[src/rtl/kps_pkg.sv]
package kps_pkg;
  localparam int ADDR_W   = 8;
  localparam int DATA_W   = 32;
  localparam int ROW_W    = 4;
  localparam int COL_W    = 3;
  localparam int ENTRY_W  = 1 + ROW_W + COL_W;
  localparam int DEPTH    = 8;                 // fixed by the two packed readout words
  localparam int CNT_W    = $clog2(DEPTH + 1);
  localparam int DEB_W    = 10;
  localparam int THR_W    = 4;
  localparam int GAP_W    = 16;
  localparam int LEAD_CYC = 5;
  localparam int ROW_BASE = 16;
  localparam int MAX_ROWS = 1 << ROW_W;

  localparam logic [ADDR_W-1:0] A_CTRL = 8'h00;
  localparam logic [ADDR_W-1:0] A_STAT = 8'h04;
  localparam logic [ADDR_W-1:0] A_GAP  = 8'h2C;
  localparam logic [ADDR_W-1:0] A_ENT0 = 8'h30;
  localparam logic [ADDR_W-1:0] A_ENT1 = 8'h34;
  localparam logic [ADDR_W-1:0] A_MASK = 8'h38;

  typedef enum logic [2:0] {
    SQ_IDLE,
    SQ_LEAD,
    SQ_ROW,
    SQ_PUB,
    SQ_GAP
  } sq_state_t;
endpackage

[src/rtl/kps_scan_seq.sv]
module kps_scan_seq
  import kps_pkg::*;
#(
  parameter int NROWS = 16,
  parameter int NCOLS = 8
) (
  input  logic             clk_i,
  input  logic             rst_ni,
  input  logic             en_i,
  input  logic [DEB_W-1:0] deb_i,
  input  logic [GAP_W-1:0] gap_i,
  input  logic [NCOLS-1:0] col_i,
  output logic [NROWS-1:0] row_o,
  output logic             row_done_o,
  output logic [ROW_W-1:0] row_idx_o,
  output logic [NCOLS-1:0] row_bits_o,
  output logic             scan_done_o
);
  localparam int TW = GAP_W + 1;

  sq_state_t        st_q;
  logic [TW-1:0]    tick_q;
  logic [ROW_W-1:0] row_q;
  logic [NCOLS-1:0] acc_q;
  logic [NCOLS-1:0] acc_now;
  logic [TW-1:0]    row_last;
  logic             row_end;
  logic             last_row;

  assign row_last = TW'(ROW_BASE - 1) + TW'(deb_i);
  assign row_end  = (st_q == SQ_ROW) && (tick_q >= row_last);
  assign last_row = (row_q == ROW_W'(NROWS - 1));
  assign acc_now  = (tick_q == '0) ? col_i : (acc_q & col_i);

  always_ff @(posedge clk_i or negedge rst_ni) begin
    if (!rst_ni) begin
      st_q   <= SQ_IDLE;
      tick_q <= '0;
      row_q  <= '0;
      acc_q  <= '0;
    end else if (!en_i) begin
      st_q   <= SQ_IDLE;
      tick_q <= '0;
      row_q  <= '0;
    end else begin
      acc_q <= acc_now;
      case (st_q)
        SQ_IDLE: begin
          st_q   <= SQ_LEAD;
          tick_q <= '0;
        end
        SQ_LEAD: begin
          if (tick_q >= TW'(LEAD_CYC - 1)) begin
            st_q   <= SQ_ROW;
            tick_q <= '0;
            row_q  <= '0;
          end else begin
            tick_q <= tick_q + 1'b1;
          end
        end
        SQ_ROW: begin
          if (row_end) begin
            tick_q <= '0;
            if (last_row) st_q <= SQ_PUB;
            else          row_q <= row_q + 1'b1;
          end else begin
            tick_q <= tick_q + 1'b1;
          end
        end
        SQ_PUB: begin
          tick_q <= '0;
          st_q   <= (gap_i == '0) ? SQ_LEAD : SQ_GAP;
        end
        default: begin
          if ((tick_q + 1'b1) >= TW'(gap_i)) begin
            st_q   <= SQ_LEAD;
            tick_q <= '0;
          end else begin
            tick_q <= tick_q + 1'b1;
          end
        end
      endcase
    end
  end

  assign row_o       = (st_q == SQ_ROW) ? (NROWS'(1) << row_q) : '0;
  assign row_done_o  = row_end;
  assign row_idx_o   = row_q;
  assign row_bits_o  = acc_now;
  assign scan_done_o = (st_q == SQ_PUB);

  p_one_row_r3: assert property (@(posedge clk_i) disable iff (!rst_ni)
    $onehot0(row_o));
  p_idle_when_off_r2: assert property (@(posedge clk_i) disable iff (!rst_ni)
    !en_i |=> (row_o == '0));
endmodule

[src/rtl/kps_collect.sv]
module kps_collect
  import kps_pkg::*;
#(
  parameter int NCOLS = 8
) (
  input  logic                            clk_i,
  input  logic                            rst_ni,
  input  logic                            clr_i,
  input  logic                            row_done_i,
  input  logic [ROW_W-1:0]                row_idx_i,
  input  logic [NCOLS-1:0]                row_bits_i,
  input  logic                            scan_done_i,
  output logic [DEPTH-1:0][ENTRY_W-1:0]   ent_o,
  output logic [CNT_W-1:0]                cnt_o
);
  localparam int SUM_W = $clog2(DEPTH + NCOLS + 1);
  localparam int IDX_W = $clog2(DEPTH);

  logic [DEPTH-1:0][ENTRY_W-1:0] stage_q;
  logic [CNT_W-1:0]              stcnt_q;
  logic [SUM_W-1:0]              slot [NCOLS];
  logic [SUM_W-1:0]              run_sum;

  always_comb begin
    run_sum = SUM_W'(stcnt_q);
    for (int j = 0; j < NCOLS; j++) begin
      slot[j] = run_sum;
      run_sum = run_sum + SUM_W'(row_bits_i[j]);
    end
  end

  always_ff @(posedge clk_i or negedge rst_ni) begin
    if (!rst_ni) begin
      stage_q <= '0;
      stcnt_q <= '0;
      ent_o   <= '0;
      cnt_o   <= '0;
    end else if (clr_i) begin
      stage_q <= '0;
      stcnt_q <= '0;
    end else if (scan_done_i) begin
      ent_o   <= stage_q;
      cnt_o   <= stcnt_q;
      stage_q <= '0;
      stcnt_q <= '0;
    end else if (row_done_i) begin
      for (int j = 0; j < NCOLS; j++) begin
        if (row_bits_i[j] && (slot[j] < SUM_W'(DEPTH)))
          stage_q[slot[j][IDX_W-1:0]] <= {1'b1, row_idx_i, COL_W'(j)};
      end
      stcnt_q <= (run_sum >= SUM_W'(DEPTH)) ? CNT_W'(DEPTH) : run_sum[CNT_W-1:0];
    end
  end

  p_cnt_bound_r7: assert property (@(posedge clk_i) disable iff (!rst_ni)
    cnt_o <= CNT_W'(DEPTH));

  for (genvar i = 0; i < DEPTH; i++) begin : g_chk
    p_valid_packed_r7: assert property (@(posedge clk_i) disable iff (!rst_ni)
      ent_o[i][ENTRY_W-1] == (CNT_W'(i) < cnt_o));
  end
endmodule

[src/rtl/kps_regs.sv]
module kps_regs
  import kps_pkg::*;
#(
  parameter int NROWS = 16,
  parameter int NCOLS = 8
) (
  input  logic                          clk_i,
  input  logic                          rst_ni,
  input  logic                          wr_i,
  input  logic [ADDR_W-1:0]             addr_i,
  input  logic [DATA_W-1:0]             wdata_i,
  output logic [DATA_W-1:0]             rdata_o,
  output logic                          en_o,
  output logic [DEB_W-1:0]              deb_o,
  output logic [GAP_W-1:0]              gap_o,
  output logic                          irq_o,
  input  logic [CNT_W-1:0]              cnt_i,
  input  logic [DEPTH-1:0][ENTRY_W-1:0] ent_i,
  input  logic                          row_done_i,
  input  logic [ROW_W-1:0]              row_idx_i,
  input  logic [NCOLS-1:0]              row_bits_i
);
  logic             kp_en_q, fifo_en_q, kp_st_q, fifo_st_q;
  logic [THR_W-1:0] thr_q;
  logic [NCOLS-1:0] mask_q [MAX_ROWS];
  logic [ADDR_W-1:0] moff;
  logic [ROW_W-1:0]  midx;
  logic              mask_sel, kp_set, fifo_set, stat_wr;

  assign moff     = addr_i - A_MASK;
  assign midx     = moff[ROW_W+1:2];
  assign mask_sel = (addr_i >= A_MASK) && (moff[1:0] == 2'b00) &&
                    (moff[ADDR_W-1:2] < (ADDR_W-2)'(NROWS));
  assign stat_wr  = wr_i && (addr_i == A_STAT);
  assign kp_set   = row_done_i && kp_en_q && |(row_bits_i & ~mask_q[row_idx_i]);
  assign fifo_set = fifo_en_q && (cnt_i >= CNT_W'(thr_q));

  always_ff @(posedge clk_i or negedge rst_ni) begin
    if (!rst_ni) begin
      en_o <= 1'b0; kp_en_q <= 1'b0; fifo_en_q <= 1'b0;
      deb_o <= '0; thr_q <= '0; gap_o <= '0;
      kp_st_q <= 1'b0; fifo_st_q <= 1'b0;
      for (int r = 0; r < MAX_ROWS; r++) mask_q[r] <= '0;
    end else begin
      if (wr_i && addr_i == A_CTRL) begin
        en_o      <= wdata_i[0];
        kp_en_q   <= wdata_i[1];
        fifo_en_q <= wdata_i[3];
        deb_o     <= wdata_i[4 +: DEB_W];
        thr_q     <= wdata_i[14 +: THR_W];
      end
      if (wr_i && addr_i == A_GAP) gap_o <= wdata_i[GAP_W-1:0];
      if (wr_i && mask_sel) mask_q[midx] <= wdata_i[NCOLS-1:0];
      kp_st_q   <= (kp_st_q   & ~(stat_wr & wdata_i[0])) | kp_set;
      fifo_st_q <= (fifo_st_q & ~(stat_wr & wdata_i[2])) | fifo_set;
    end
  end

  always_comb begin
    rdata_o = '0;
    if (addr_i == A_CTRL)
      rdata_o = {14'b0, thr_q, deb_o, fifo_en_q, 1'b0, kp_en_q, en_o};
    else if (addr_i == A_STAT)
      rdata_o = {24'b0, 4'(cnt_i), 1'b0, fifo_st_q, 1'b0, kp_st_q};
    else if (addr_i == A_GAP)
      rdata_o = 32'(gap_o);
    else if (addr_i == A_ENT0)
      rdata_o = {ent_i[3], ent_i[2], ent_i[1], ent_i[0]};
    else if (addr_i == A_ENT1)
      rdata_o = {ent_i[7], ent_i[6], ent_i[5], ent_i[4]};
    else if (mask_sel)
      rdata_o = 32'(mask_q[midx]);
  end

  assign irq_o = (kp_st_q & kp_en_q) | (fifo_st_q & fifo_en_q);

  p_fifo_rise_r8: assert property (@(posedge clk_i) disable iff (!rst_ni)
    $rose(fifo_st_q) |-> $past(fifo_en_q && (cnt_i >= CNT_W'(thr_q))));
  p_kp_clear_r9: assert property (@(posedge clk_i) disable iff (!rst_ni)
    (stat_wr && wdata_i[0] && !row_done_i) |=> !kp_st_q);
  p_irq_cause_r10: assert property (@(posedge clk_i) disable iff (!rst_ni)
    irq_o |-> (kp_st_q || fifo_st_q));
endmodule

[src/rtl/keymatrix_scanner.sv]
module keymatrix_scanner
  import kps_pkg::*;
#(
  parameter int NROWS = 16,
  parameter int NCOLS = 8
) (
  input  logic              clk_i,
  input  logic              rst_ni,
  input  logic              reg_wr_i,
  input  logic [7:0]        reg_addr_i,
  input  logic [31:0]       reg_wdata_i,
  output logic [31:0]       reg_rdata_o,
  output logic              irq_o,
  output logic [NROWS-1:0]  row_drive_o,
  input  logic [NCOLS-1:0]  col_sense_i
);
  logic                          en, row_done, scan_done;
  logic [DEB_W-1:0]              deb;
  logic [GAP_W-1:0]              gap;
  logic [ROW_W-1:0]              row_idx;
  logic [NCOLS-1:0]              row_bits;
  logic [DEPTH-1:0][ENTRY_W-1:0] ent;
  logic [CNT_W-1:0]              cnt;

  kps_scan_seq #(.NROWS(NROWS), .NCOLS(NCOLS)) seq_i (
    .clk_i(clk_i), .rst_ni(rst_ni), .en_i(en), .deb_i(deb), .gap_i(gap),
    .col_i(col_sense_i), .row_o(row_drive_o), .row_done_o(row_done),
    .row_idx_o(row_idx), .row_bits_o(row_bits), .scan_done_o(scan_done));

  kps_collect #(.NCOLS(NCOLS)) col_i (
    .clk_i(clk_i), .rst_ni(rst_ni), .clr_i(!en), .row_done_i(row_done),
    .row_idx_i(row_idx), .row_bits_i(row_bits), .scan_done_i(scan_done),
    .ent_o(ent), .cnt_o(cnt));

  kps_regs #(.NROWS(NROWS), .NCOLS(NCOLS)) regs_i (
    .clk_i(clk_i), .rst_ni(rst_ni), .wr_i(reg_wr_i), .addr_i(reg_addr_i),
    .wdata_i(reg_wdata_i), .rdata_o(reg_rdata_o), .en_o(en), .deb_o(deb),
    .gap_o(gap), .irq_o(irq_o), .cnt_i(cnt), .ent_i(ent),
    .row_done_i(row_done), .row_idx_i(row_idx), .row_bits_i(row_bits));
endmodule

[config.mk]
export PLATFORM = sky130hd
export DESIGN_NAME = keymatrix_scanner
export DESIGN_NICKNAME = d
export VERILOG_FILES = /design/src/rtl/kps_pkg.sv /design/src/rtl/kps_scan_seq.sv /design/src/rtl/kps_collect.sv /design/src/rtl/kps_regs.sv /design/src/rtl/keymatrix_scanner.sv
export SDC_FILE = /design/constraint.sdc
export NUM_CORES = 1
export LEC_CHECK = 0
export BUFFER_PORTS_ARGS = -buffer_cell sky130_fd_sc_hd__buf_2
export CORE_ASPECT_RATIO = 0.6
export CORE_MARGIN = 2
export CORE_UTILIZATION = 45
export DETAILED_ROUTE_END_ITERATION = 16
export GPL_TIMING_DRIVEN = 0
export MAX_ROUTING_LAYER = met4
export SETUP_SLACK_MARGIN = 0.5
export SKIP_CTS_REPAIR_TIMING = 1
export SLEW_MARGIN = 20
export SYNTH_ARGS = -nofsm -noshare
export SYNTH_HDL_FRONTEND = slang
export SYNTH_HIERARCHICAL = 1
export SYNTH_SLANG_ARGS = --single-unit
[constraint.sdc]
create_clock -name clk_i -period 7.3 [get_ports clk_i]
set_clock_uncertainty 0.15 [all_clocks]
set_input_delay 1.46 -clock clk_i [delete_from_list [all_inputs] [get_ports clk_i]]
set_output_delay 1.46 -clock clk_i [all_outputs]
set_load 0.03 [all_outputs]
### Word level (Yosys, flattened, before mapping)

Cells that the tools add are included.

| word-level totals | value |
|---|---|
| flip-flop bits (word level) | 331 |
| input bits | 51 |
| output and inout port bits | 49 |

| operators by class | value |
|---|---|
| add/sub/neg operators | 12 |
| order comparisons | 34 |
| equality and inequality tests | 15 |
| shift operators | 1 |
| muxes and demuxes | 94 |
| bitwise operators | 16 |
| reduce and logical (&&, ||, !) cells | 37 |

Operators with widths:

| cell | count |
|---|---|
| 64-bit 2-to-1 mux | 32 |
| 64-bit bitwise mux | 8 |
| 8-bit demux with 3-bit select | 8 |
| 32-bit 2-to-1 mux | 5 |
| 128-bit bitwise mux | 1 |
| 8-bit 2-to-1 mux | 15 |
| 17-bit 2-to-1 mux | 4 |
| 8-bit binary-select mux with 4-bit select | 2 |
| 17-bit case mux with 3 select lines | 1 |
| 5-bit by 1-bit adder with 5-bit output | 7 |
| 5-bit by 4-bit < comparator with 1-bit output (second input constant) | 7 |
| 8-bit demux with 4-bit select | 1 |
| 3-bit by 4-bit < comparator with 1-bit output (second input constant) | 8 |
| 4-bit 2-to-1 mux | 8 |
| 1-bit logical AND | 27 |
| 8-bit by 6-bit == test with 1-bit output (second input constant) | 3 |
| 3-bit by 1-bit greater-or-equal comparator with 1-bit output (second input constant) | 8 |
| 3-bit 2-to-1 mux | 6 |
| 3-bit inequality test (second input constant) | 6 |
| 17-bit by 1-bit adder with 17-bit output (second input constant) | 1 |
| 17-bit by 16-bit greater-or-equal comparator with 1-bit output | 1 |
| 17-bit greater-or-equal comparator | 1 |
| 17-bit by 3-bit greater-or-equal comparator with 1-bit output (second input constant) | 1 |
| 17-bit logical NOT | 1 |
| 34 further kinds | 47 |

### Longest topological paths before layout

Gate-level depths: netlist of run 1.

| logic depth | value |
|---|---|
| word-level depth | 44 |
| gate-level depth with buffers | 22 |
| mapped depth without buffers | 21 |

### Hierarchy

The synthesis of run 1 kept the hierarchy.

By module, submodules not included:

| module | instances | cells an instance | area an instance (sq um) |
|---|---|---|---|
| kps_regs | 1 | 671 | 9266.4 |
| kps_collect | 1 | 724 | 7518.5 |
| kps_scan_seq | 1 | 298 | 2736.4 |
| keymatrix_scanner | 1 | 1 | 3.8 |

### Worst setup path after synthesis of run 1

Ideal clock, no wire load.

| timing | value |
|---|---|
| path kind | input to register |
| from | input col_sense_i[0] |
| to | register col_i/stage_q[43] (netlist name) |
| library setup time | 0.080 ns |
| data arrival time | 6.188 ns |
| setup slack | 0.882 ns |
| stages on the path | 17 |
| buffers on the path | 1 |
| cells stage by stage | o21a_1 ha_1 ha_1 ha_1 ha_1 ha_1 ha_1 ha_1 clkbuf_1 xnor2_1 nand3_1 xor2_1 xor2_2 or3_1 o22ai_2 o41ai_4 mux2i_1 |

| on the way | value |
|---|---|
| cells in the longest elaborated chain, start to end | 42 |
| elaborated cells on any way between the ends | 98 |

Ends and longest elaborated chain:

| element | RTL line | RTL |
|---|---|---|
| from (decl) | keymatrix_scanner.sv:15 | `input logic [NCOLS-1:0] col_sense_i` |
| 8-bit AND | kps_scan_seq.sv:33 | `assign acc_now = (tick_q == '0) ? col_i : (acc_q & col_i);` |
| 8-bit 2-to-1 mux (*) | kps_scan_seq.sv:33 |  |
| 4-bit by 1-bit adder with 5-bit output / 1-bit logical AND (equally long branches) | kps_collect.sv:28, kps_collect.sv:48 |  |
| 3-bit by 4-bit < comparator with 1-bit output (implied by the code), or another cell as far along | kps_collect.sv:49 | `stage_q[slot[j][IDX_W-1:0]] <= {1'b1, row_idx_i, COL_W'(j)};` |
| 1-bit logical AND (implied by the code) / 64-bit 2-to-1 mux (equally long branches) | kps_collect.sv:49, kps_collect.sv:46 |  |
| 8-bit 2-to-1 mux (implied by the code) / 64-bit 2-to-1 mux (equally long branches) | kps_collect.sv:49, kps_collect.sv:41 |  |
| 8-bit demux with 3-bit select / 64-bit 2-to-1 mux (equally long branches) | - |  |
| 64-bit bitwise mux | kps_collect.sv:49 |  |
| [26 not listed] | - |  |
| 64-bit 2-to-1 mux | kps_collect.sv:46 | `end else if (row_done_i) begin` |
| 64-bit 2-to-1 mux | kps_collect.sv:41 | `end else if (scan_done_i) begin` |
| 64-bit 2-to-1 mux | kps_collect.sv:38 | `end else if (clr_i) begin` |
| 64-bit bitwise mux | kps_collect.sv:49 |  |
| 64-bit 2-to-1 mux (*) | kps_collect.sv:48 | `if (row_bits_i[j] && (slot[j] < SUM_W'(DEPTH)))` |
| 64-bit 2-to-1 mux (*) | kps_collect.sv:46 |  |
| 64-bit 2-to-1 mux (*) | kps_collect.sv:41 |  |
| 64-bit 2-to-1 mux (*) | kps_collect.sv:38 |  |
| to (signal, indexed assignment) | kps_collect.sv:49 |  |
| to (decl) | kps_collect.sv:19 | `logic [DEPTH-1:0][ENTRY_W-1:0] stage_q;` |

Every way passes the cells marked *; elsewhere a longest branch is shown, timed or not. The select of a mux whose other input is x is not followed.
A chain may end at the register's enable or synchronous reset.

### Worst setup path in the final report of run 1

| timing | value |
|---|---|
| from | register seq_i.tick_q[14] |
| to | register col_i/stage_q[5] (netlist name) |

| on the way | value |
|---|---|
| cells in the longest elaborated chain, start to end | 42 |
| elaborated cells on any way between the ends | 101 |

Ends and longest elaborated chain:

| element | RTL line | RTL |
|---|---|---|
| from (decl) | kps_scan_seq.sv:22 | `logic [TW-1:0] tick_q;` |
| from (signal assigned) | kps_scan_seq.sv:58 | `tick_q <= tick_q + 1'b1;` |
| from (signal assigned) | kps_scan_seq.sv:67 | `tick_q <= tick_q + 1'b1;` |
| from (signal assigned) | kps_scan_seq.sv:79 | `tick_q <= tick_q + 1'b1;` |
| 17-bit logical NOT (*) | kps_scan_seq.sv:33 |  |
| 8-bit 2-to-1 mux (*) | kps_scan_seq.sv:33 |  |
| net row_bits[0] | keymatrix_scanner.sv:21 | `logic [NCOLS-1:0] row_bits;` |
| 4-bit by 1-bit adder with 5-bit output / 1-bit logical AND (equally long branches) | kps_collect.sv:28, kps_collect.sv:48 |  |
| 3-bit by 4-bit < comparator with 1-bit output (implied by the code), or another cell as far along | kps_collect.sv:49 |  |
| 1-bit logical AND (implied by the code) / 64-bit 2-to-1 mux (equally long branches) | kps_collect.sv:49, kps_collect.sv:46 |  |
| 8-bit 2-to-1 mux (implied by the code) / 64-bit 2-to-1 mux (equally long branches) | kps_collect.sv:49, kps_collect.sv:41 |  |
| 8-bit demux with 3-bit select / 64-bit 2-to-1 mux (equally long branches) | - |  |
| [27 not listed] | - |  |
| 64-bit 2-to-1 mux | kps_collect.sv:46 |  |
| 64-bit 2-to-1 mux | kps_collect.sv:41 |  |
| 64-bit 2-to-1 mux | kps_collect.sv:38 |  |
| 64-bit bitwise mux | kps_collect.sv:49 |  |
| 64-bit 2-to-1 mux (*) | kps_collect.sv:48 |  |
| 64-bit 2-to-1 mux (*) | kps_collect.sv:46 |  |
| 64-bit 2-to-1 mux (*) | kps_collect.sv:41 |  |
| 64-bit 2-to-1 mux (*) | kps_collect.sv:38 |  |

Mark *: on every way through the listed nets, which the timed path passes. The rest lies on a longest branch. The select of a mux whose other input is x is not followed.

==> results.md, run 1 <==
- Power per Cell Area: between 200 and 250 mW/mm2
- Chip Width: about 270 um
- Clk_lat worst skew: 0.54 ns
- Largest net degree at the start of global routing: 99
- Peak VDD IR: ~0.16 mV
- Clock root cell: clkbuf_16
- Worst-path clk slew: approximately 0.070 ns
- Hold Worst Slack: 0.340 ns
- Sequential Area: 0.00828 mm2
- Status: complete, no violations
- Placed wire-length estimate: 46400 um
- CTS Buf Count: 35
- Critical Path Sink Type: flop
- Die area: 0.0451 mm2
- Post-DR vias/cell: 6.16
- Max-cap violations: 0
- Tcrit/Tclk final: 0.898
- Clock buffer depth: 3
- Top FF cell, synth: dfrtp_1
- First-pass GRT wire length: ~93000 um
- Minimum clock period: 6.55 ns
- Core ar.: 0.0430 mm2
- WL/cell: 25.2 um
- Slew Viols, Final: 0
- RSZ-0062 raised after global routing: no
- Slew @ Worst Pin: 1.13 ns
- Initial Utilization: 0.454
- Fin. Hold Viols: 0
- Mapped Area: 0.0195 mm2
- Area of the multi-input gates: 0.0109 mm2
- #FFs+latches synth: 331
- FILL cells: roughly 3800
- Vias in the first global route: between 10000 and 15000
- Fin nets: 1938
- Routed wire length: roughly 61000 um
- CP required: around 7.6 ns
- Ports: 100
- FMAX: 153 MHz
- DRC violations left: 0
- Most frequent cells in the layout: 331 x dfrtp_1, 239 x mux2_2, 142 x nand2_1, 99 x buf_2, 70 x o21ai_0
- Crit Path Class: reg2reg
- Critical path startpoint category: flop
- Syn_area_per_cell: approximately 12 um2
- Number of synthesized flops with an enable pin: 0
- Max Fanout on Critical Path: 10
- Antenna violations before repair: 1
- Congestion Overflow GR: 0
- Final setup violating endpoints: 0
- Die height: roughly 170 um
- RePlAce Congestion: 0.971
- DR vias: 14998
- Post-synth ARST share: 1.00
- Critical Path AT: roughly 6.9 ns
- Static leakage: 10.3 nW
- Iter 0 DRT Violations: 1609
- Yosys warning count: 6
- Port Buffers: 83
- Synth unique cells: 93
- R2r setup slk: 0.75 ns
- Seq/Total Area, Yosys: 0.424
- Global Route Usage Sum: 0.282
- Drt pass-1 iters: 5
- Final ANT Viol Nets: 0
- CTS tree: built
- Synth Instances: ~1700
- Clk sinks: 331
- Area added between synthesis and finish: 14.7%
- Fin area: around 0.022 mm2
- Syn_nets: 1802
- Final setup TNS: 0 ns
- Worst rel slew slack: 0.244
- Min-Delay Path Class: reg2reg
- FP Rows: 59
- Share of cells above drive strength 1: 0.312
- Post-placement cell area: between 0.02 and 0.025 mm2
- H-tree levels: 2
- Most common cell after layout, fill and taps aside: dfrtp_1
==> sequential cells by signal (all words and copies together), names as in the netlist, 3 cells and up <==
register,cells
seq_i/tick_q,17
col_i/cnt_o,4
col_i/ent_o,64
seq_i/acc_q,8
seq_i/st_q,3
regs_i/mask_q,128
regs_i/gap_o,16
col_i/stage_q,64
regs_i/deb_o,10
col_i/stcnt_q,4
regs_i/thr_q,4
seq_i/row_idx_o,4
==> worst max-delay path, cell delays in order (launching register included) <==
cell and delay (ns):
dfrtp_1 0.44, nor4_4 0.36, nand4_1 0.22, nor3_2 0.15, buf_4 0.24, o21a_2 0.25, ha_1 0.23, ha_2 0.36
ha_2 0.31, ha_2 0.41, ha_2 0.34, ha_2 0.42, ha_2 0.33, ha_2 0.27, nand2b_1 0.16, a21oi_1 0.15
mux2i_1 0.12, xnor2_2 0.38, buf_6 0.22, nor4_4 0.06, buf_4 0.17, o41ai_4 0.28, buf_4 0.23, mux2i_1 0.19
==> Yosys cell counts (all sizes together) (41+ instances only) <==
master	instances	area, um2
dfrtp	331	8280
mux2	239	2690
nand2	143	539
o21ai	80	408
a21oi	69	349
nor2	68	258
mux4	67	1510
ha	57	713
inv	57	214
clkbuf	54	204
mux2i	51	510
nand3	41	215
==> logic make-up (layout without fill, tap and decap cells) <==
kind of cell	count (synthesis)	in the layout	synth area share
AND/OR/NAND/NOR	444	444	0.125
multiplexers	357	357	0.241
flip-flops	331	331	0.424
AO/OA/AOI/OAI	308	308	0.110
buffers and inverters	145	304	0.0326
adder cells (fa/ha/maj)	57	57	0.0365
XOR/XNOR	51	51	0.0301
other	1	2	0.000192
==> stage by stage <==
| step | setup WS (ns) | total power [mW] | cells | utilization |
|---|---|---|---|---|
| final | 0.746 | 4.63 | 2433 | 0.520 |
| after global routing | 0.460 | 4.81 | 2433 | 0.520 |
| after CTS | -0.206 | 4.59 | 2421 | 0.513 |
| after detailed placement | -0.258 | 2.70 | 2361 | 0.485 |
| after global placement | -1.85 | 2.68 | 2356 | 0.480 |
| after floorplan | 0.882 | 2.44 | 1694 | - |
==> where the power goes <==
| part | internal (mW) | switching (mW) | total, mW |
|---|---|---|---|
| registers | 1.90 | 0.0561 | 1.96 |
| clock network | 1.10 | 0.779 | 1.88 |
| logic | 0.298 | 0.500 | 0.798 |
==> layer usage <==
layer	vias up	global-route usage	share of wire
met3	65	0.0516	0.089
met4	0	0.0455	0.014
met1	7737	0.451	0.50
li1	6567	-	-
met2	629	0.368	0.40
met5	-	-	0
==> cell type report <==
class	count	share of cell area
diodes	1	0.000112
multi-input cells	1218	0.487
inverters	57	0.00956
flip-flops and latches	331	0.370
clock buffers	45	0.0440
well taps	579	0.0324
clock inverters	15	0.00894
repair buffers	99	0.0289
plain buffers	88	0.0191
==> final timing paths <==
| check | to | start | cells past startpoint |
|---|---|---|---|
| worst max-delay path | col_i/stage_q[5] | seq_i/tick_q[14] | 23 |
| worst min-delay path | col_i/ent_o[47] | col_i/ent_o[47] | 2 |
| worst max register to register | col_i/stage_q[5] | seq_i/tick_q[14] | 23 |
| worst min register to register | col_i/ent_o[47] | col_i/ent_o[47] | 2 |
| max in group asynchronous | col_i/ent_o[53] | rst_ni | 2 |
| min in group asynchronous | regs_i/mask_q[87] | rst_ni | 1 |
No activity file was read; power rests on OpenSTA's default activity.
==> inputs of run 2 (changes only) <==
--- a/config.mk
+++ b/config.mk
@@ -7,7 +7,6 @@
 export LEC_CHECK = 0
 export BUFFER_PORTS_ARGS = -buffer_cell sky130_fd_sc_hd__buf_2
 export CORE_ASPECT_RATIO = 0.6
-export CORE_MARGIN = 2
 export CORE_UTILIZATION = 45
 export DETAILED_ROUTE_END_ITERATION = 16
 export GPL_TIMING_DRIVEN = 0
==> run 2 against run 1 <==
  * Die area fell by 1.9%
  * Sequential share of layout area fell by 0.14 points
  * Core utilization rose by 1.1 points
  * Clock-buffer cell count rose by 6
  * Power rose by 1.9%
  * Sequential power barely moved
  * Cell area rose by 0.38%
  * Setup slack got worse by 0.059 ns
  * Final cell count barely moved
  * Register-to-register slack got worse by 0.06 ns
  * Non-clock buffer count rose by 3
  * Sequential cell count did not move
  * Largest cell class unchanged
==> results.md, run 2 (synthesized netlist as in run 1, its figures left out) <==
- R2r worst-path depth: 22
- Clock buffer depth: 3
- Final worst setup slack: 0.687 ns
- DR vias: roughly 15000
- Fin util: 0.531
- Max-cap violations: 0
- Minimum clock period: 6.61 ns
- Clk sinks: 331
- Critical path startpoint category: flop
- Peak VDD IR: 0.137 mV
- H-tree levels: 2
- Clk_lat worst skew: 0.54 ns
- Share of cells above drive strength 1: 0.313
- Fin. Hold Viols: 0
- Min-Delay Path Class: reg2reg
- Dpl ws: -0.202 ns
- Critical Path Sink Type: flop
- Post-placement cell area: 0.0210 mm2
- Routed wire length: 62300 um
- Crit Path Class: reg2reg
- Fin area: 0.0225 mm2
- Worst Setup EP: col_i/stage_q[45]
- Slew Viols, Final: 0
- FF-to-FF Start: seq_i/tick_q[3]
- Largest net degree at the start of global routing: 93
- Antenna cell count: 0
- Reg-to-reg endpoint: col_i/stage_q[45]
- FP Rows: 58
- Largest register FFs: 128
- RSZ-0062 raised after global routing: no
- Ports: 100
- Antenna violations before repair: 0
- Congestion Overflow GR: 0
- Chip Width: 271 um
- Slew @ Worst Pin: 1.19 ns
- Global Route Usage Sum: 0.292
- Pwr Total: 4.72 mW
- Tcrit/Tclk final: 0.906
- Crit path launch: seq_i/tick_q[3]
- Fin nets: 1942
- Hold Startpoint: col_i/ent_o[7]
- WL/cell: about 26 um
- Iter 0 DRT Violations: about 1400
- Drt pass-1 iters: 6
- CTS Buf Count: 36
- Area added between synthesis and finish: 15.1%
- Core ar.: 0.0423 mm2
- RePlAce Congestion: 0.991
- Regs by FF count: regs_i/mask_q (128), col_i/ent_o (64), col_i/stage_q (64)
- Static leakage: a little over 10 nW
- Reg with most FFs: regs_i/mask_q
- Most frequent cells in the layout: 331 x dfrtp_1, 239 x mux2_2, 142 x nand2_1, 100 x buf_2, 70 x o21ai_0
- CTS tree: built
- Port Buffers: between 80 and 90
- Final setup violating endpoints: 0
- Die area: around 0.044 mm2
- CP required: 7.55 ns
- First-pass GRT wire length: 94000 um
- Power per Cell Area: 210 mW/mm2
- R2r setup slk: 0.69 ns
- Clock root cell: clkbuf_16
- Worst rel slew slack: 0.202
- FMAX: 151 MHz
- Initial Utilization: 0.461
- Worst-path clk slew: 0.06 ns
- DRC violations left: 0
- FILL cells: between 3000 and 4000
- Vias in the first global route: 14620
- Post-DR vias/cell: 6.22
- Placed wire-length estimate: 47000 um
- Status: complete, no violations
- Most common cell after layout, fill and taps aside: dfrtp_1
- Max Fanout on Critical Path: 10
- Critical Path AT: between 6 and 7 ns
- Final ANT Viol Nets: 0
- Die height: about 160 um
- Final setup TNS: 0 ns
==> run 2: metal layers <==
| layer | global-route usage | wire [um] | part of all wire |
|---|---|---|---|
| met1 | 0.452 | 30400 | 0.49 |
| met2 | 0.380 | 24800 | 0.40 |
| met3 | 0.0767 | 6390 | 0.10 |
| met4 | 0.0460 | 740 | 0.012 |
| met5 | - | 0 | 0 |
==> run 2: stage by stage <==
step,cells,hold WS [ns]
6_report,2432,0.330
5_1_grt,2432,0.362
3_3_place_gp,2347,0.316
4_1_cts,2423,0.335
2_1_floorplan,1694,0.300
3_5_place_dp,2357,0.321
==> run 2: how the worst min path moves through the flow <==
stage / endpoint / slack [ns] / depth (start not counted)
CTS: col_i/ent_o[7] / 0.33 / 2
finish: col_i/ent_o[7] / 0.33 / 2
floorplan: col_i/ent_o[39] / 0.30 / 2
global route: col_i/ent_o[55] / 0.36 / 2
detailed placement: col_i/ent_o[7] / 0.32 / 2
global placement: col_i/ent_o[31] / 0.32 / 2
==> run 2: power breakdown <==
group | total (mW) | internal, mW | switching, mW | leakage, nW
Clock | 1.99 | 1.20 | 0.793 | 0.635
Combinational | 0.777 | 0.286 | 0.491 | 5.15
Sequential | 1.95 | 1.90 | 0.0551 | 4.58
Total | 4.72 | 3.38 | 1.34 | 10.4
==> run 2: cell type report <==
type	instances	area, um2	share of cell area
multi-input cells	1218	10900	0.484
flip-flops and latches	331	8280	0.369
clock buffers	51	1060	0.0471
well taps	570	713	0.0317
repair buffers	102	683	0.0304
plain buffers	88	425	0.0189
clock inverters	15	221	0.00986
inverters	57	214	0.00952
==> run 2: critical path, stage by stage, from the launching register on <==
cell and delay [ns]:
dfrtp_1 0.49, nor4_1 0.34, nand4_1 0.21, nor3_2 0.17, buf_6 0.20, o21a_2 0.22
ha_1 0.24, ha_2 0.36, ha_1 0.34, ha_2 0.41, ha_2 0.34, ha_2 0.22
xnor2_1 0.15, xnor3_2 0.40, xnor2_2 0.28, nand3_1 0.12, xor2_1 0.33, xor2_4 0.20
or3_1 0.45, o22ai_2 0.35, o41ai_4 0.12, buf_4 0.23, mux2i_1 0.13
==> inputs of run 3 (changes only) <==
--- a/config.mk
+++ b/config.mk
@@ -5,14 +5,17 @@
 export SDC_FILE = /design/constraint.sdc
 export NUM_CORES = 1
 export LEC_CHECK = 0
+export ABC_AREA = 1
 export BUFFER_PORTS_ARGS = -buffer_cell sky130_fd_sc_hd__buf_2
 export CORE_ASPECT_RATIO = 0.6
 export CORE_UTILIZATION = 45
+export CTS_CLUSTER_DIAMETER = 30
 export DETAILED_ROUTE_END_ITERATION = 16
 export GPL_TIMING_DRIVEN = 0
 export MAX_ROUTING_LAYER = met4
 export SETUP_SLACK_MARGIN = 0.5
 export SKIP_CTS_REPAIR_TIMING = 1
+export SKIP_LAST_GASP = 1
 export SLEW_MARGIN = 20
 export SYNTH_ARGS = -nofsm -noshare
 export SYNTH_HDL_FRONTEND = slang
==> run 3 against run 2 <==
  * Power increased by 44%
  * Synthesized cell count increased by 67%
  * Hold slack got worse by 0.0045 ns
  * Die area increased by 6.4%
  * Routed wire length increased by 41%
  * Clock-buffer cell count increased by 24
  * Largest power group unchanged
  * Critical path type is now in2out
  * Critical endpoint is now reg_rdata_o[4]
==> results.md, run 3 <==
- Hold Path Depth: 2
- Most common cell after layout, fill and taps aside: nand2_1
- Slowest CP cell: clkbuf_1
- FF-to-FF Start: seq_i/tick_q[13]
- R2r setup slk: 0.96 ns
- Syn_area_per_cell: between 7 and 8 um2
- Critical Path AT: 4.93 ns
- Peak VDD IR: 0.352 mV
- Worst rel slew slack: 0.191
- Fin. Hold Viols: 0
- Clk sinks: 331
- Synth area leaders: dfrtp_1 40%, nand2_1 16%, inv_1 5.8%
- Max Fanout on Critical Path: 10
- Crit path launch: reg_addr_i[3]
- Final setup TNS: 0 ns
- Slew Viols, Final: 0
- Clk_lat worst skew: 0.59 ns
- Fin nets: 3102
- Chip Width: around 280 um
- Synth top area share: 0.399
- Routed wire length: 88100 um
- RSZ-0062 raised after global routing: no
- Iter 0 DRT Violations: slightly below 3000
- Mapped Area: 0.0208 mm2
- Global Route Usage Sum: 0.387
- Ports: 100
- Largest net degree at the start of global routing: 93
- Final setup violating endpoints: 0
- Max incr delay on CP: approximately 0.86 ns
- Hold Startpoint: regs_i/mask_q[60]
- Critical Path Sink Type: output port
- Critical path startpoint category: input pin
- DRC violations left: 0
- Regs by FF count: regs_i/mask_q (128), col_i/ent_o (64), col_i/stage_q (64)
- Power per Cell Area: 277 mW/mm2
- Slew @ Worst Pin: 1.21 ns
- Share of cells above drive strength 1: 0.151
- Final worst setup slack: 0.762 ns
- Static leakage: 12.3 nW
- Crit Path Class: in2out
- Port Buffers: 84
- Most frequent cells in the layout: 880 x nand2_1, 331 x dfrtp_1, 321 x inv_1, 200 x nand3_1, 199 x nor2_1
- Max-cap violations: 0
- WL/cell: 24.0 um
- Die area: roughly 0.047 mm2
- FP Rows: 60
- Vias in the first global route: 19510
- Yosys warning count: 6
- DR vias: 21159
- Worst-path cell chain: buf_2 > buf_2 > inv_2 > nor2_2 > clkbuf_1 > a21oi_1 > nand2_1 > nand2_1 > nand2_1 > nor2_1 > nand2_1 > nand2_1 > nand2_1 > nand4_1 > buf_2
- Drt pass-1 iters: 5
- Initial Utilization: 0.460
- Post-DR vias/cell: 5.77
- Worst-path clk slew: 0.04 ns
- Dpl ws: 0.514 ns
- Most used cell, CP: nand2_1
- Number of synthesized flops with an enable pin: 0
- First-pass GRT wire length: 129000 um
- Status: complete, no violations
- R2r worst-path depth: 21
- CTS Buf Count: 68
- Cell with the most instances after synthesis: nand2_1
- Congestion Overflow GR: 0
- Reg-to-reg endpoint: col_i/stage_q[62]
- Top FF cell, synth: dfrtp_1
- RePlAce Congestion: just over 1
- FMAX: approximately 150 MHz
- Seq/Total Area, Yosys: 0.399
- Die height: 168 um
- Fin util: 0.544
- Minimum clock period: ~6.5 ns
- Area added between synthesis and finish: 18.3%
- Min-Delay Path Class: reg2reg
- Synth area leader: dfrtp_1
- Clock root cell: clkbuf_16
- Final ANT Viol Nets: 0
- H-tree levels: 3
- Core ar.: 0.0452 mm2
- CP required: between 5 and 6 ns
- Placed wire-length estimate: 68200 um
- Largest register FFs: 128
- Most common library cells after synthesis: 881 x nand2_1, 331 x dfrtp_1, 321 x inv_1
- Hold Worst Slack: around 0.33 ns
- Tcrit/Tclk final: 0.896
- Synth Instances: 2836
- Clock buffer depth: 3
- Antenna violations before repair: 3
- Reg with most FFs: regs_i/mask_q
- Hold Path Sink: regs_i/mask_q[60]
- Post-synth ARST share: 1.00
- CTS tree: built
- Syn_nets: 2944
- Synth unique cells: 51
- #FFs+latches synth: 331
run 3: cell types whose count changed after synthesis, sizes merged, moves of 25 or more:
cell   before  now
and3       29    3
inv        57  338
mux2      239   14
mux2i      51    0
mux4       67    0
nand2     143  937
nand3      41  219
nand4      12   51
nor2       68  217
nor4       29    4
o21ai      80  323
run 3: logic make-up (layout without fill, tap and decap cells):
group           count (synthesis)  in the layout  share of synthesized area
simple gates                 1475           1475                      0.322
compound gates                491            491                      0.142
buf+inv                       449            657                     0.0884
flops                         331            331                      0.399
fa+ha+maj                      57             57                     0.0343
xor+xnor                       18             18                    0.00759
mux                            14             14                    0.00759
other cells                     1              3                   0.000180
run 3: power by group:
part           internal, mW  switching [mW]
combinational         0.420            1.07
clock                  2.23            1.12
sequential             1.92          0.0575
total                  4.57            2.25
run 3: per-layer routing:
metal,track usage,up-vias,wire length (um)
li1,-,9533,-
met1,0.608,10283,42400
met2,0.446,1234,30600
met3,0.152,109,13800
met4,0.0741,0,1330
met5,-,-,0
run 3: cell type report:
| type | instances | area, um2 |
|---|---|---|
| clock buffers | 75 | 1770 |
| multi-input cells | 2056 | 10700 |
| plain buffers | 110 | 566 |
| inverters | 339 | 1270 |
| fillers | 4359 | 20600 |
| flip-flops and latches | 331 | 8280 |
| clock inverters | 45 | 692 |
| diodes | 2 | 5.00 |
| well taps | 620 | 776 |
| repair buffers | 88 | 541 |
run 3: how the worst max path moves through the flow:
| stage | end | cells past startpoint |
|---|---|---|
| final | reg_rdata_o[4] | 15 |
| after global routing | col_i/stage_q[19] | 25 |
| after CTS | col_i/stage_q[54] | 21 |
| after detailed placement | col_i/stage_q[54] | 21 |
| after global placement | col_i/stage_q[52] | 1 |
| after floorplan | col_i/stage_q[59] | 16 |
run 3: per-stage QoR:
stage               instance area (um2)  cells  total power [mW]
floorplan                         20800   2836              2.98
global placement                  22000   3540              3.40
detailed placement                22100   3544              3.43
CTS                               24600   3664              6.80
global route                      24600   3666              7.09
finish                            24600   3666              6.82
run 3: critical path: cells and delay by family:
kind	cells	cell delay, ns
buffers and inverters	5	1.69
AND/OR/NAND/NOR	9	1.59
AO/OA/AOI/OAI	1	0.17
